**src/rtl/usm_pkg.sv**
```systemverilog
package usm_pkg;
  // Control word, bit 6 down to bit 0.
  typedef struct packed {
    logic tc_ie;
    logic dre_ie;
    logic rx_en;
    logic tx_en;
    logic lsb_first;
    logic cpha;
    logic cpol;
  } usm_ctrl_t;

  localparam int CTRL_W = $bits(usm_ctrl_t);
  localparam logic [CTRL_W-1:0] CTRL_RST = 7'b000_0110;
endpackage

```
**src/rtl/usm_ctrl_reg.sv**
```systemverilog
module usm_ctrl_reg
  import usm_pkg::*;
(
  input  logic               clk,
  input  logic               rst_n,
  input  logic               we,
  input  logic [CTRL_W-1:0]  wdata,
  output usm_ctrl_t          ctrl_q
);
  always_ff @(posedge clk or negedge rst_n) begin
    if (!rst_n)  ctrl_q <= usm_ctrl_t'(CTRL_RST);
    else if (we) ctrl_q <= usm_ctrl_t'(wdata);
  end
endmodule

```
**src/rtl/usm_half_timer.sv**
```systemverilog
module usm_half_timer #(
  parameter int DIV    = 2,
  parameter int HALVES = 16,
  localparam int CW    = (DIV > 1) ? $clog2(DIV) : 1,
  localparam int HW    = $clog2(HALVES)
) (
  input  logic          clk,
  input  logic          rst_n,
  input  logic          run,
  output logic          half_end,
  output logic [HW-1:0] hidx
);
  logic [CW-1:0] cnt;

  assign half_end = run && (cnt == CW'(DIV - 1));

  always_ff @(posedge clk or negedge rst_n) begin
    if (!rst_n) begin
      cnt  <= '0;
      hidx <= '0;
    end else if (!run) begin
      cnt  <= '0;
      hidx <= '0;
    end else if (half_end) begin
      cnt  <= '0;
      hidx <= hidx + 1'b1;
    end else begin
      cnt <= cnt + 1'b1;
    end
  end


  half_len_chk: assert property (@(posedge clk) disable iff (!rst_n)
    run && !half_end |=> $stable(hidx));
endmodule

```
**src/rtl/usm_shifter.sv**
```systemverilog
module usm_shifter #(
  parameter int W = 8
) (
  input  logic         clk,
  input  logic         rst_n,
  input  logic         load,
  input  logic [W-1:0] load_data,
  input  logic         shift_ev,
  input  logic         sample_ev,
  input  logic         lsb_first,
  input  logic         miso,
  output logic         mosi_bit,
  output logic [W-1:0] rx_next
);
  logic [W-1:0] tx_sh, rx_sh;

  assign mosi_bit = lsb_first ? tx_sh[0] : tx_sh[W-1];

  always_comb begin
    rx_next = rx_sh;
    if (sample_ev)
      rx_next = lsb_first ? {miso, rx_sh[W-1:1]} : {rx_sh[W-2:0], miso};
  end

  always_ff @(posedge clk or negedge rst_n) begin
    if (!rst_n) begin
      tx_sh <= '0;
      rx_sh <= '0;
    end else begin
      if (load)
        tx_sh <= load_data;
      else if (shift_ev)
        tx_sh <= lsb_first ? {1'b0, tx_sh[W-1:1]} : {tx_sh[W-2:0], 1'b0};
      rx_sh <= rx_next;
    end
  end
endmodule

```
**src/rtl/usart_spi_master.sv**
```systemverilog
module usart_spi_master
  import usm_pkg::*;
#(
  parameter int DIV = 2,
  parameter int W   = 8,
  localparam int HALVES = 2 * W,
  localparam int HW     = $clog2(HALVES)
) (
  input  logic              clk,
  input  logic              rst_n,
  input  logic              cfg_we,
  input  logic [CTRL_W-1:0] cfg_wdata,
  output logic [CTRL_W-1:0] cfg_rdata,
  input  logic              gie,
  input  logic              txc_clr,
  input  logic              txc_ack,
  input  logic              tx_valid,
  input  logic [W-1:0]      tx_data,
  output logic              tx_ready,
  output logic              rx_valid,
  output logic [W-1:0]      rx_data,
  input  logic              rx_ready,
  output logic              dre_flag,
  output logic              txc_flag,
  output logic              irq,
  output logic              sck,
  output logic              mosi,
  output logic              mosi_oe,
  input  logic              miso
);
  usm_ctrl_t     ctrl;
  logic          txb_full, busy, half_end, start, done, accept;
  logic          lead_next, trail_next, shift_ev, sample_ev, mosi_bit;
  logic [W-1:0]  txb_data, rx_next;
  logic [HW-1:0] hidx;

  usm_ctrl_reg u_ctrl (
    .clk(clk), .rst_n(rst_n), .we(cfg_we), .wdata(cfg_wdata), .ctrl_q(ctrl)
  );

  usm_half_timer #(.DIV(DIV), .HALVES(HALVES)) u_timer (
    .clk(clk), .rst_n(rst_n), .run(busy), .half_end(half_end), .hidx(hidx)
  );

  assign accept     = tx_valid && tx_ready;
  assign start      = !busy && txb_full;
  assign done       = half_end && (hidx == HW'(HALVES - 1));
  assign lead_next  = half_end && !hidx[0];
  assign trail_next = half_end && hidx[0];

  // Phase picks which edge shifts and which samples.
  always_comb begin
    if (ctrl.cpha) begin
      shift_ev  = lead_next && (hidx != '0);
      sample_ev = trail_next;
    end else begin
      shift_ev  = trail_next && !done;
      sample_ev = lead_next;
    end
  end

  usm_shifter #(.W(W)) u_shift (
    .clk(clk), .rst_n(rst_n), .load(start), .load_data(txb_data),
    .shift_ev(shift_ev), .sample_ev(sample_ev), .lsb_first(ctrl.lsb_first),
    .miso(miso), .mosi_bit(mosi_bit), .rx_next(rx_next)
  );

  always_ff @(posedge clk or negedge rst_n) begin
    if (!rst_n) begin
      txb_full <= 1'b0;
      txb_data <= '0;
      busy     <= 1'b0;
      rx_valid <= 1'b0;
      rx_data  <= '0;
      txc_flag <= 1'b0;
    end else begin
      if (accept) begin
        txb_full <= 1'b1;
        txb_data <= tx_data;
      end else if (start) begin
        txb_full <= 1'b0;
      end

      if (start)     busy <= 1'b1;
      else if (done) busy <= 1'b0;

      if (!ctrl.rx_en) rx_valid <= 1'b0;
      else if (done) begin
        rx_valid <= 1'b1;
        rx_data  <= rx_next;
      end else if (rx_ready) rx_valid <= 1'b0;

      if (done && !txb_full)        txc_flag <= 1'b1;
      else if (txc_clr || txc_ack)  txc_flag <= 1'b0;
    end
  end

  assign cfg_rdata = ctrl;
  assign tx_ready  = !txb_full && ctrl.tx_en;
  assign dre_flag  = !txb_full;
  assign sck       = ctrl.cpol ^ (busy && hidx[0]);
  assign mosi      = busy ? mosi_bit : 1'b1;
  assign mosi_oe   = ctrl.tx_en || txb_full || busy;
  assign irq       = gie && ((ctrl.tc_ie && txc_flag) || (ctrl.dre_ie && dre_flag));


  accept_fills_chk: assert property (@(posedge clk) disable iff (!rst_n)
    accept |=> !dre_flag);


  rx_flush_chk: assert property (@(posedge clk) disable iff (!rst_n)
    !ctrl.rx_en |=> !rx_valid);


  txc_after_frame_chk: assert property (@(posedge clk) disable iff (!rst_n)
    $rose(txc_flag) |-> $past(busy));


  mosi_hold_chk: assert property (@(posedge clk) disable iff (!rst_n)
    busy && !shift_ev && !done && !cfg_we |=> $stable(mosi));


  oe_while_busy_chk: assert property (@(posedge clk) disable iff (!rst_n)
    busy && !done |=> mosi_oe);
endmodule

```
**config.mk**
```make
export PLATFORM = sky130hd
export DESIGN_NAME = usart_spi_master
export DESIGN_NICKNAME = d
export VERILOG_FILES = /design/src/rtl/usm_pkg.sv /design/src/rtl/usm_ctrl_reg.sv /design/src/rtl/usm_half_timer.sv /design/src/rtl/usm_shifter.sv /design/src/rtl/usart_spi_master.sv
export SDC_FILE = /design/constraint.sdc
export NUM_CORES = 1
export LEC_CHECK = 0
export BUFFER_PORTS_ARGS = -buffer_cell sky130_fd_sc_hd__buf_2
export CAP_MARGIN = 20
export CELL_PAD_IN_SITES_DETAIL_PLACEMENT = 1
export CELL_PAD_IN_SITES_GLOBAL_PLACEMENT = 1
export CORE_UTILIZATION = 35
export CTS_CLUSTER_SIZE = 16
export DETAILED_ROUTE_END_ITERATION = 10
export GPL_TIMING_DRIVEN = 0
export PLACE_DENSITY = 0.73
export SYNTH_ARGS = -nofsm -noshare
export SYNTH_HDL_FRONTEND = slang
export SYNTH_HIERARCHICAL = 1
export SYNTH_SLANG_ARGS = --single-unit
```
**constraint.sdc**
```tcl
create_clock -name clk -period 2.3 [get_ports clk]
set_clock_uncertainty 0.05 [all_clocks]
set_input_delay 0.46 -clock clk [delete_from_list [all_inputs] [get_ports clk]]
set_output_delay 0.46 -clock clk [all_outputs]
set_load 0.02 [all_outputs]
```
# Yosys cells after proc, flatten, opt, wreduce, memory -nomap -nowiden

Cells that the tools add are included.

Output and inout bits: 23
Register bits: 48
Input port bits: 24
Logic and storage cells: 73

Reductions and logical operators: 28
Bitwise operators: 1
$add $sub $neg: 2
Multiplexer cells: 22
Equality and inequality tests: 3

Operators by type and width:

| cell                                           | number |
|---|---|
| two-way mux 8 bit                              | 5 |
| two-way mux 1 bit                              | 15 |
| logical AND 1 bit                              | 14 |
| two-way mux 4 bit                              | 2 |
| nonzero test 2 bit                             | 4 |
| adder 4 x 1 -> 4 bit (second input constant)   | 1 |
| == test 4 bit (second input constant)          | 1 |
| logical NOT 1 bit                              | 4 |
| logical OR 1 bit                               | 4 |
| nonzero test 4 bit                             | 1 |
| != test 3 bit (second input constant)          | 1 |
| != test 2 x 1 -> 1 bit (second input constant) | 1 |
| AND reduction 2 bit                            | 1 |
| adder 1 bit (second input constant)            | 1 |
| XOR 1 bit                                      | 1 |

# Longest topological paths before layout

Gate-level depths: netlist of the first run.

Depth after elaboration: 7
Gate-level depth with buffers: 8
Gate-level depth less buffers: 5

# Hierarchy

Netlist of the first run, hierarchy kept.

Modules (own cells, without submodules):

| module           | sequential area each (um^2) | cells each | times used | area an instance (um^2) |
|---|---|---|---|---|
| usart_spi_master | 500.5                       | 64         | 1          | 885.8 |
| usm_shifter      | 400.4                       | 81         | 1          | 867.1 |
| usm_ctrl_reg     | 177.7                       | 15         | 1          | 294.0 |
| usm_half_timer   | 125.1                       | 21         | 1          | 245.2 |

# Least setup slack after synthesis of the first run

OpenSTA, ideal clock, no wires.

Path type: reg2out
From: register u_ctrl/ctrl_q[2] in the netlist's numbering
To: output port mosi
Data arrival time: 1.299 ns
Required time: 1.790 ns
Cell stages (with the launch flop): 4
Path buffers: 1
Setup slack: 0.491 ns
Cell sequence: dfstp_2 -> buf_6 -> mux2_2 -> nand2b_1

Cells in the longest elaborated chain, start to end: 2

RTL lines:

| what                   | line                    | text |
|---|---|---|
| start, declared        | usm_ctrl_reg.sv:8       | `output usm_ctrl_t ctrl_q` |
| start signal, assigned | usm_ctrl_reg.sv:11      | `if (!rst_n) ctrl_q <= usm_ctrl_t'(CTRL_RST);` |
| start signal, assigned | usm_ctrl_reg.sv:12      | `else if (we) ctrl_q <= usm_ctrl_t'(wdata);` |
| two-way mux 1 bit      | usm_shifter.sv:17       | `assign mosi_bit = lsb_first ? tx_sh[0] : tx_sh[W-1];` |
| net mosi_bit           | usart_spi_master.sv:33  | `logic lead_next, trail_next, shift_ev, sample_ev, mosi_bit;` |
| two-way mux 1 bit      | usart_spi_master.sv:102 | `assign mosi = busy ? mosi_bit : 1'b1;` |
| end, declared          | usart_spi_master.sv:27  | `output logic mosi,` |

The timed path passes the listed nets, and every way through them passes these cells.

# Worst setup path after layout of the first run

Ends and elaborated chain as after synthesis.

==> results of run 1 <==
## per-stage QoR
stage	instances	hold slack [ps]	util, %
6_report	313	336	43.5
5_1_grt	313	321	43.5
4_1_cts	311	325	43.1
3_5_place_dp	303	441	41.2
3_3_place_gp	303	440	41.2
2_1_floorplan	181	114	-
## registers in the layout, indices dropped and copies added (netlist names)
signal and cells:
busy 1, u_timer/cnt 1, u_shift/rx_sh 8, u_ctrl/ctrl_q 7, txb_full 1, rx_valid 1
rx_data 8, u_timer/hidx 4, u_shift/tx_sh 8, txb_data 8, txc_flag 1
## layout make-up
class	count	area (um^2)	share of cell area, %
sequential	48	1200	43.5
multi-input combinational	121	986	35.7
clock buffer	6	82.6	2.99
clock inverter	2	38.8	1.40
timing repair buffer	47	255	9.23
inverter	3	11.3	0.407
tap	77	96.3	3.48
buffer	9	91.3	3.30
## cell families after synthesis
group / Yosys count / synth area share (%)
adder cells (fa/ha/maj): 1 / 0.546
XOR/XNOR: 2 / 0.764
flip-flops: 48 / 52.5
multiplexers: 40 / 21.2
AO/OA/AOI/OAI: 23 / 6.39
AND/OR/NAND/NOR: 55 / 14.1
buffers and inverters: 12 / 4.48
## synth_stat cells, types with 2 or more instances
library cell,n
a21oi_1,9
a31oi_1,2
buf_2,2
buf_6,5
dfrtp_1,46
dfstp_2,2
inv_1,3
mux2_2,9
mux2_4,15
mux2i_1,16
nand2_1,11
nand2b_1,7
nand3_1,2
nand3b_1,2
nor2_1,13
nor2b_1,4
o211ai_1,6
or3b_1,6
xnor2_1,2
## cell usage in the layout (no fill, tap or decap), drive strengths merged
cell type	Yosys	layout
a21bo	1	1
a21boi	1	1
a21o	1	1
a21oi	9	9
a22oi	1	1
a31oi	2	2
and2	2	2
and3	2	2
and4	1	1
buf	8	54
bufinv	0	1
clkbuf	1	7
clkinv	0	1
dfrtp	46	46
dfstp	2	2
dlygate4sd3	0	1
ha	1	1
inv	3	3
mux2	24	24
mux2i	16	16
nand2	12	12
nand2b	8	8
nand3	2	2
nand3b	2	2
nand4	1	1
nor2	13	13
nor2b	4	4
nor3	1	1
o211ai	6	6
o21ai	1	1
o22ai	1	1
or3	1	1
or3b	6	6
xnor2	2	2
## worst min-delay path by stage
| stage | end | slack, ps | cells past startpoint |
|---|---|---|---|
| detailed placement | rx_data[4] | 440 | 1 |
| CTS | u_ctrl/ctrl_q[5] | 330 | 2 |
| global placement | u_shift/tx_sh[6] | 440 | 2 |
| finish | u_ctrl/ctrl_q[5] | 340 | 2 |
| global route | u_ctrl/ctrl_q[6] | 320 | 2 |
| floorplan | busy | 110 | 0 |
## worst register-to-register path, cell delays in order, from the launching register on
cell	delay, ps
dfrtp_1	550
and2_2	240
and3_1	150
clkbuf_2	170
buf_2	240
a21oi_1	120
mux2_4	260
## per-layer routing
| layer | up-vias | GRT usage [%] |
|---|---|---|
| met5 | - | 0 |
| met4 | 0 | 3.76 |
| met3 | 6 | 3.78 |
| met2 | 39 | 26.5 |
| met1 | 757 | 19.2 |
| li1 | 743 | - |
## power by group
group | internal, uW | switching (uW)
sequential | 1150 | 244
combinational | 561 | 587
clock | 356 | 287
total | 2070 | 1120
==> results.tsv, run 1 <==
metric	value	unit
status	finished clean	
grt.total_usage	15.3	%
antenna_found_initial	0	
r2r_cells	6	
htree_levels	2	
drt_wl_total	4870	um
arrival	1660	ps
die_w	82.9	um
yosys_most_used_dff	dfrtp_1	
yosysSeqAreaShare	52.5	%
min_period	2170	ps
slew_headroom	71.2	%
cap_violations	0	
met3_length	196	um
setup_slack	126	ps
wire_per_inst	15.6	um
ys_types	38	
final.period_utilization	94.5	%
r2r_end	rx_data[1]	
post_cts_resized	0	
hp-class	in2reg	
num_vias	1545	
cts_buffers	5	
dpl_cell_area	0.00261	mm^2
synth_seq_cells	48	
dr_wl_met2	2420	um
setup_viol	0	
coreArea	0.00635	mm^2
synthCells	181	
critPathKind	reg2out	
fillers	690	
hp-start	cfg_wdata[5]	
die_area	0.00688	mm^2
vias_per_cell	4.94	
p_per_area	1150	mW/mm^2
synth_area_leader_cell	dfrtp_1	
slew_viol_final	0	
cts.sink_count	48	
synth_area_per_cell	12.7	um^2
post-place-ws	402	ps
regToRegSetupSlack	400	ps
worstSetupEndpointType	output pin	
synth_top_area_share	50.2	%
crit_path_start	u_ctrl/ctrl_q[2]	
clock_path_buffers	2	
post_cts_buffers	0	
ctsRootBufferMaster	clkbuf_8	
top_level_ports	47	
setup-tns-final	0	ps
power	3180	uW
drc	0	
syn2layout_area_growth	20.6	%
clkTransAtPathRegs	90	ps
synth_area	0.00229	mm^2
syn_nets	206	
slowest_delay	560	ps
start_util	36.1	%
drive_gt1_share	40.3	%
finalHoldViolations	0	
start_kind	flip-flop	
critPathCapture	mosi	
critPathTopFamily	flip-flops	
drtIter0Drc	77	
synthTopCellsByArea	dfrtp_1 (50%), mux2_4 (9.8%), mux2i_1 (7.0%), mux2_2 (4.4%), buf_6 (2.5%)	
ys_warn_count	6	
synth_edf_count	0	
async_reset_ff_share	100	%
firstDrtPassIters	4	
grt_max_degree	49	
r2r_start	busy	
wl_met1	2210	um
crit_required	1790	ps
rows	29	
ant_nets	0	
grt_pass1_wl	8430	um
worst_slew_pin_slew	430	ps
clock_latency	300	ps
grt_pass1_vias	1752	
grt_overflow	0	
leakage	0.00132	uW
path_cells	buf_6 -> mux2_2 -> nand2b_1 -> buf_2	
finish.instance_area	0.00277	mm^2
portBuffers	45	
critical_path_buf_inv_count	2	
place_congestion	0.766	
fin_nets	260	
fmaxAchievable	0.460	GHz
antenna_cells	0	
critical-path-slowest-cell	dfstp_2	
hpwl	3550	um
die_h	82.9	um
path_max_fanout	8	
ir_worst_vdd	0.497	mV
holdBufCountCts	0	
rsz0062_at_grt	no	
cts_tree	yes	
cp.depth	4	
dr.max_layer_used	met4	
Note: power is estimated with default switching activity, not from simulation.
==> inputs of run 2 (changes only) <==
- CORE_UTILIZATION: 35 -> 40
- PLACE_DENSITY: 0.73 -> 0.79
- REMOVE_ABC_BUFFERS: unset -> 1
==> results.tsv, run 2 (same netlist as run 1, synthesis figures left out) <==
metric	value	unit
slew_headroom	34.3	%
drt_wl_total	4850	um
worst_slew_pin_slew	982	ps
drive_gt1_share	38.4	%
clock_path_buffers	2	
drc	0	
hp-class	in2reg	
top_level_ports	47	
ant_nets	0	
multi_input_area	986	um^2
antenna_found_initial	0	
rows	27	
wire_per_inst	16.1	um
start_util	41.6	%
cts_buffers	5	
rsz0062_at_grt	no	
p_per_area	1220	mW/mm^2
portBuffers	46	
gr-usage-met2	27.6	%
final.period_utilization	90.8	%
cap_violations	0	
ir_worst_vdd	0.466	mV
arrival	1580	ps
fillers	602	
die_h	77.7	um
setup_viol	0	
slew_viol_final	0	
layout_common_cells	dfrtp_1 (46), buf_2 (46), mux2i_1 (16)	
power	3330	uW
clock_latency	310	ps
status	finished clean	
worstSetupEndpointType	output pin	
use_met3	4.82	%
htree_levels	2	
cts.sink_count	48	
crit_required	1790	ps
grt_max_degree	49	
start_kind	flip-flop	
leakage	0.00129	uW
vias_per_cell	5.18	
clkTransAtPathRegs	100	ps
hpwl	3220	um
drtIter0Drc	82	
grt_pass1_vias	1602	
critPathKind	reg2out	
ctsRootBufferMaster	clkbuf_8	
antenna_cells	0	
syn2layout_area_growth	18.7	%
min_period	2090	ps
fmaxAchievable	0.479	GHz
die_area	0.00604	mm^2
place_congestion	0.730	
cts_tree	yes	
met1_usage	24.0	%
fin_nets	253	
setup-tns-final	0	ps
path_max_fanout	2	
grt.total_usage	17.9	%
grt_pass1_wl	8200	um
num_vias	1560	
grt_overflow	0	
finalHoldViolations	0	
grt_busiest_layer	met2	
seq_area	0.00121	mm^2
coreArea	0.00551	mm^2
die_w	77.7	um
firstDrtPassIters	3	
==> run 2: cell type report <==
type | count | area share [%]
flip-flops and latches | 48 | 44.4
multi-input cells | 121 | 36.2
repair buffers | 49 | 9.84
clock inverters | 3 | 3.31
well taps | 72 | 3.31
clock buffers | 5 | 2.53
inverters | 3 | 0.414
==> run 2: timing repair <==
action / CTS / global route
setup endpoints to repair: 1 / 0
hold endpoints to repair: 0 / 6
hold buffers: 0 / 1
setup buffers: 1 / 0
gates resized for setup: 1 / 0
==> run 2: power breakdown <==
part	switching [uW]	total [uW]	internal (uW)
Combinational	565	1070	508
Sequential	267	1420	1150
Clock	294	837	544
Total	1130	3330	2200
==> run 2: critical path, cell delays in order (launching register included) <==
cell and delay, ps:
dfstp_4 630, mux2_2 320, nand2b_1 150, buf_2 170
==> run 2: worst paths after layout <==
check | slack, ps | cells after the start | startpoint | end
setup / recovery | 210 | 3 | u_ctrl/ctrl_q[2] | mosi
hold / removal | 330 | 2 | cfg_wdata[4] | u_ctrl/ctrl_q[4]
setup reg to reg | 380 | 4 | txb_full | u_shift/tx_sh[2]
hold reg to reg | 460 | 1 | rx_data[7] | rx_data[7]
max in group asynchronous | 1220 | 3 | rst_n | u_ctrl/ctrl_q[1]
min in group asynchronous | 460 | 2 | rst_n | rx_data[6]
==> run 2: layer usage <==
metal | routed length, um | up-vias
met5 | 0 | -
met1 | 2290 | 797
met4 | 58 | 0
met3 | 205 | 4
met2 | 2300 | 38
li1 | - | 721
==> run 2: stage by stage <==
| stage | utilization (%) | instances | instance area (um^2) | hold WS, ps | setup slack (ps) |
|---|---|---|---|---|---|
| floorplan | - | 172 | 2200 | 114 | 369 |
| global placement | 45.8 | 290 | 2520 | 430 | 238 |
| detailed placement | 45.8 | 290 | 2520 | 441 | 223 |
| CTS | 48.9 | 299 | 2690 | 311 | 189 |
| global route | 49.4 | 301 | 2720 | 311 | 166 |
| finish | 49.4 | 301 | 2720 | 330 | 212 |
==> inputs of run 3 (changes only) <==
- REMOVE_ABC_BUFFERS: 1 -> unset
==> results.tsv, run 3 (same netlist as run 1, synthesis figures left out) <==
metric	value	unit
status	finished clean	
critical-path-slowest-cell	dfstp_2	
slowest_delay	560	ps
slew_headroom	68.4	%
die_w	77.7	um
num_vias	1558	
final_core_util	49.5	%
arrival	1650	ps
setup_slack	144	ps
coreArea	0.00551	mm^2
cap_violations	0	
finalHoldViolations	0	
die_h	77.7	um
ant_nets	0	
vias_per_cell	5.06	
hp-class	in2reg	
drt_wl_total	4790	um
hp-start	cfg_wdata[1]	
antenna_cells	0	
wire_per_inst	15.6	um
worstSetupEndpointType	output pin	
regToRegSetupSlack	390	ps
critical_path_buf_inv_count	2	
drive_gt1_share	40.3	%
min_path_cells	2	
cts_tree	yes	
fin_nets	260	
cts_buffers	5	
grt_overflow	0	
fmaxAchievable	0.464	GHz
critPathTopFamily	flip-flops	
grt_pass1_vias	1704	
switchingPower	1130	uW
hpwl	3440	um
critPathKind	reg2out	
clkPwrFrac	16.3	%
layout_common_cells	buf_2 (47), dfrtp_1 (46), mux2i_1 (16)	
p_per_area	1120	mW/mm^2
syn2layout_area_growth	18.9	%
rsz0062_at_grt	no	
slew_viol_final	0	
post-place-ws	377	ps
start_util	41.6	%
drtIter0Drc	60	
clkTransAtPathRegs	90	ps
start_kind	flip-flop	
grt_pass1_wl	8200	um
rows	27	
path_max_fanout	8	
clock_latency	300	ps
dp.cells	298	
r2r_cells	6	
antenna_found_initial	0	
die_area	0.00604	mm^2
top_level_ports	47	
drc	0	
power	3050	uW
grt.total_usage	17.5	%
firstDrtPassIters	4	
final.period_utilization	93.7	%
min_period	2160	ps
r2r_end	rx_data[3]	
final_common_cell	buf_2	
ir_worst_vdd	0.422	mV
post_cts_buffers	0	
place_congestion	0.765	
r2r_start	busy	
htree_levels	2	
ctsRootBufferMaster	clkbuf_8	
comb_power_share	37.8	%
crit_required	1790	ps
setup_viol	0	
grt_max_degree	49	
setup-tns-final	0	ps
sw_frac_of_total	36.9	%
instances_no_fill	308	
p_int	1920	uW
path_cells	buf_6 -> mux2_2 -> nand2b_1 -> buf_2	
cts.sink_count	48	
leakage	0.00131	uW
worst_slew_pin_slew	472	ps
clock_path_buffers	2	
portBuffers	45	
hold_path_end	u_ctrl/ctrl_q[1]	
seqPwrFrac	45.9	%
## run 3: power by group through the flow
| stage | sequential, uW | combinational, uW | clock, uW |
|---|---|---|---|
| CTS | 1400 | 1160 | 512 |
| finish | 1400 | 1150 | 496 |
| global route | 1450 | 1280 | 547 |
| global placement | 1400 | 1100 | 0 |
| floorplan | 1400 | 820 | 0 |
| detailed placement | 1420 | 1150 | 0 |
## run 3: how the worst max path moves through the flow
| stage | cells past startpoint | to | start | slack (ps) |
|---|---|---|---|---|
| after floorplan | 3 | mosi | u_ctrl/ctrl_q[2] | 490 |
| after global placement | 6 | rx_data[3] | busy | 430 |
| after detailed placement | 6 | rx_data[3] | busy | 380 |
| after CTS | 4 | mosi | u_ctrl/ctrl_q[2] | 130 |
| after global routing | 4 | mosi | u_ctrl/ctrl_q[2] | 80 |
| final | 4 | mosi | u_ctrl/ctrl_q[2] | 140 |
## run 3: per-layer routing
layer | routed length (um) | track usage, %
met1 | 2260 | 22.7
met2 | 2280 | 29.3
met3 | 178 | 3.29
met4 | 72 | 5.66
met5 | 0 | 0
## run 3: worst reg2reg max path, delay by kind of cell (launching register included)
kind | cells | cell delay (ps)
buf+inv | 2 | 420
flops | 1 | 540
compound gates | 1 | 120
simple gates | 2 | 410
mux | 1 | 270
## run 3: cell type report
| type | instances | area (um^2) |
|---|---|---|
| clock buffers | 5 | 68.8 |
| plain buffers | 9 | 91.3 |
| well taps | 72 | 90.1 |
| repair buffers | 47 | 255 |
| inverters | 3 | 11.3 |
| clock inverters | 3 | 18.8 |
| flip-flops and latches | 48 | 1200 |
| multi-input cells | 121 | 986 |
| fillers | 608 | 2780 |
## run 3: metrics by stage
step	cell area, um^2	hold WS [ps]
after detailed placement	2610	443
after global placement	2610	441
final	2730	332
after global routing	2730	327
after floorplan	2290	114
after CTS	2700	322
## run 3: repair_timing
item / 4_1_cts / 5_1_grt
hold buffers: 0 / 1
endpoints found under the setup margin: 0 / 0
endpoints found under the hold margin: 0 / 6
gates resized for setup: 0 / 0
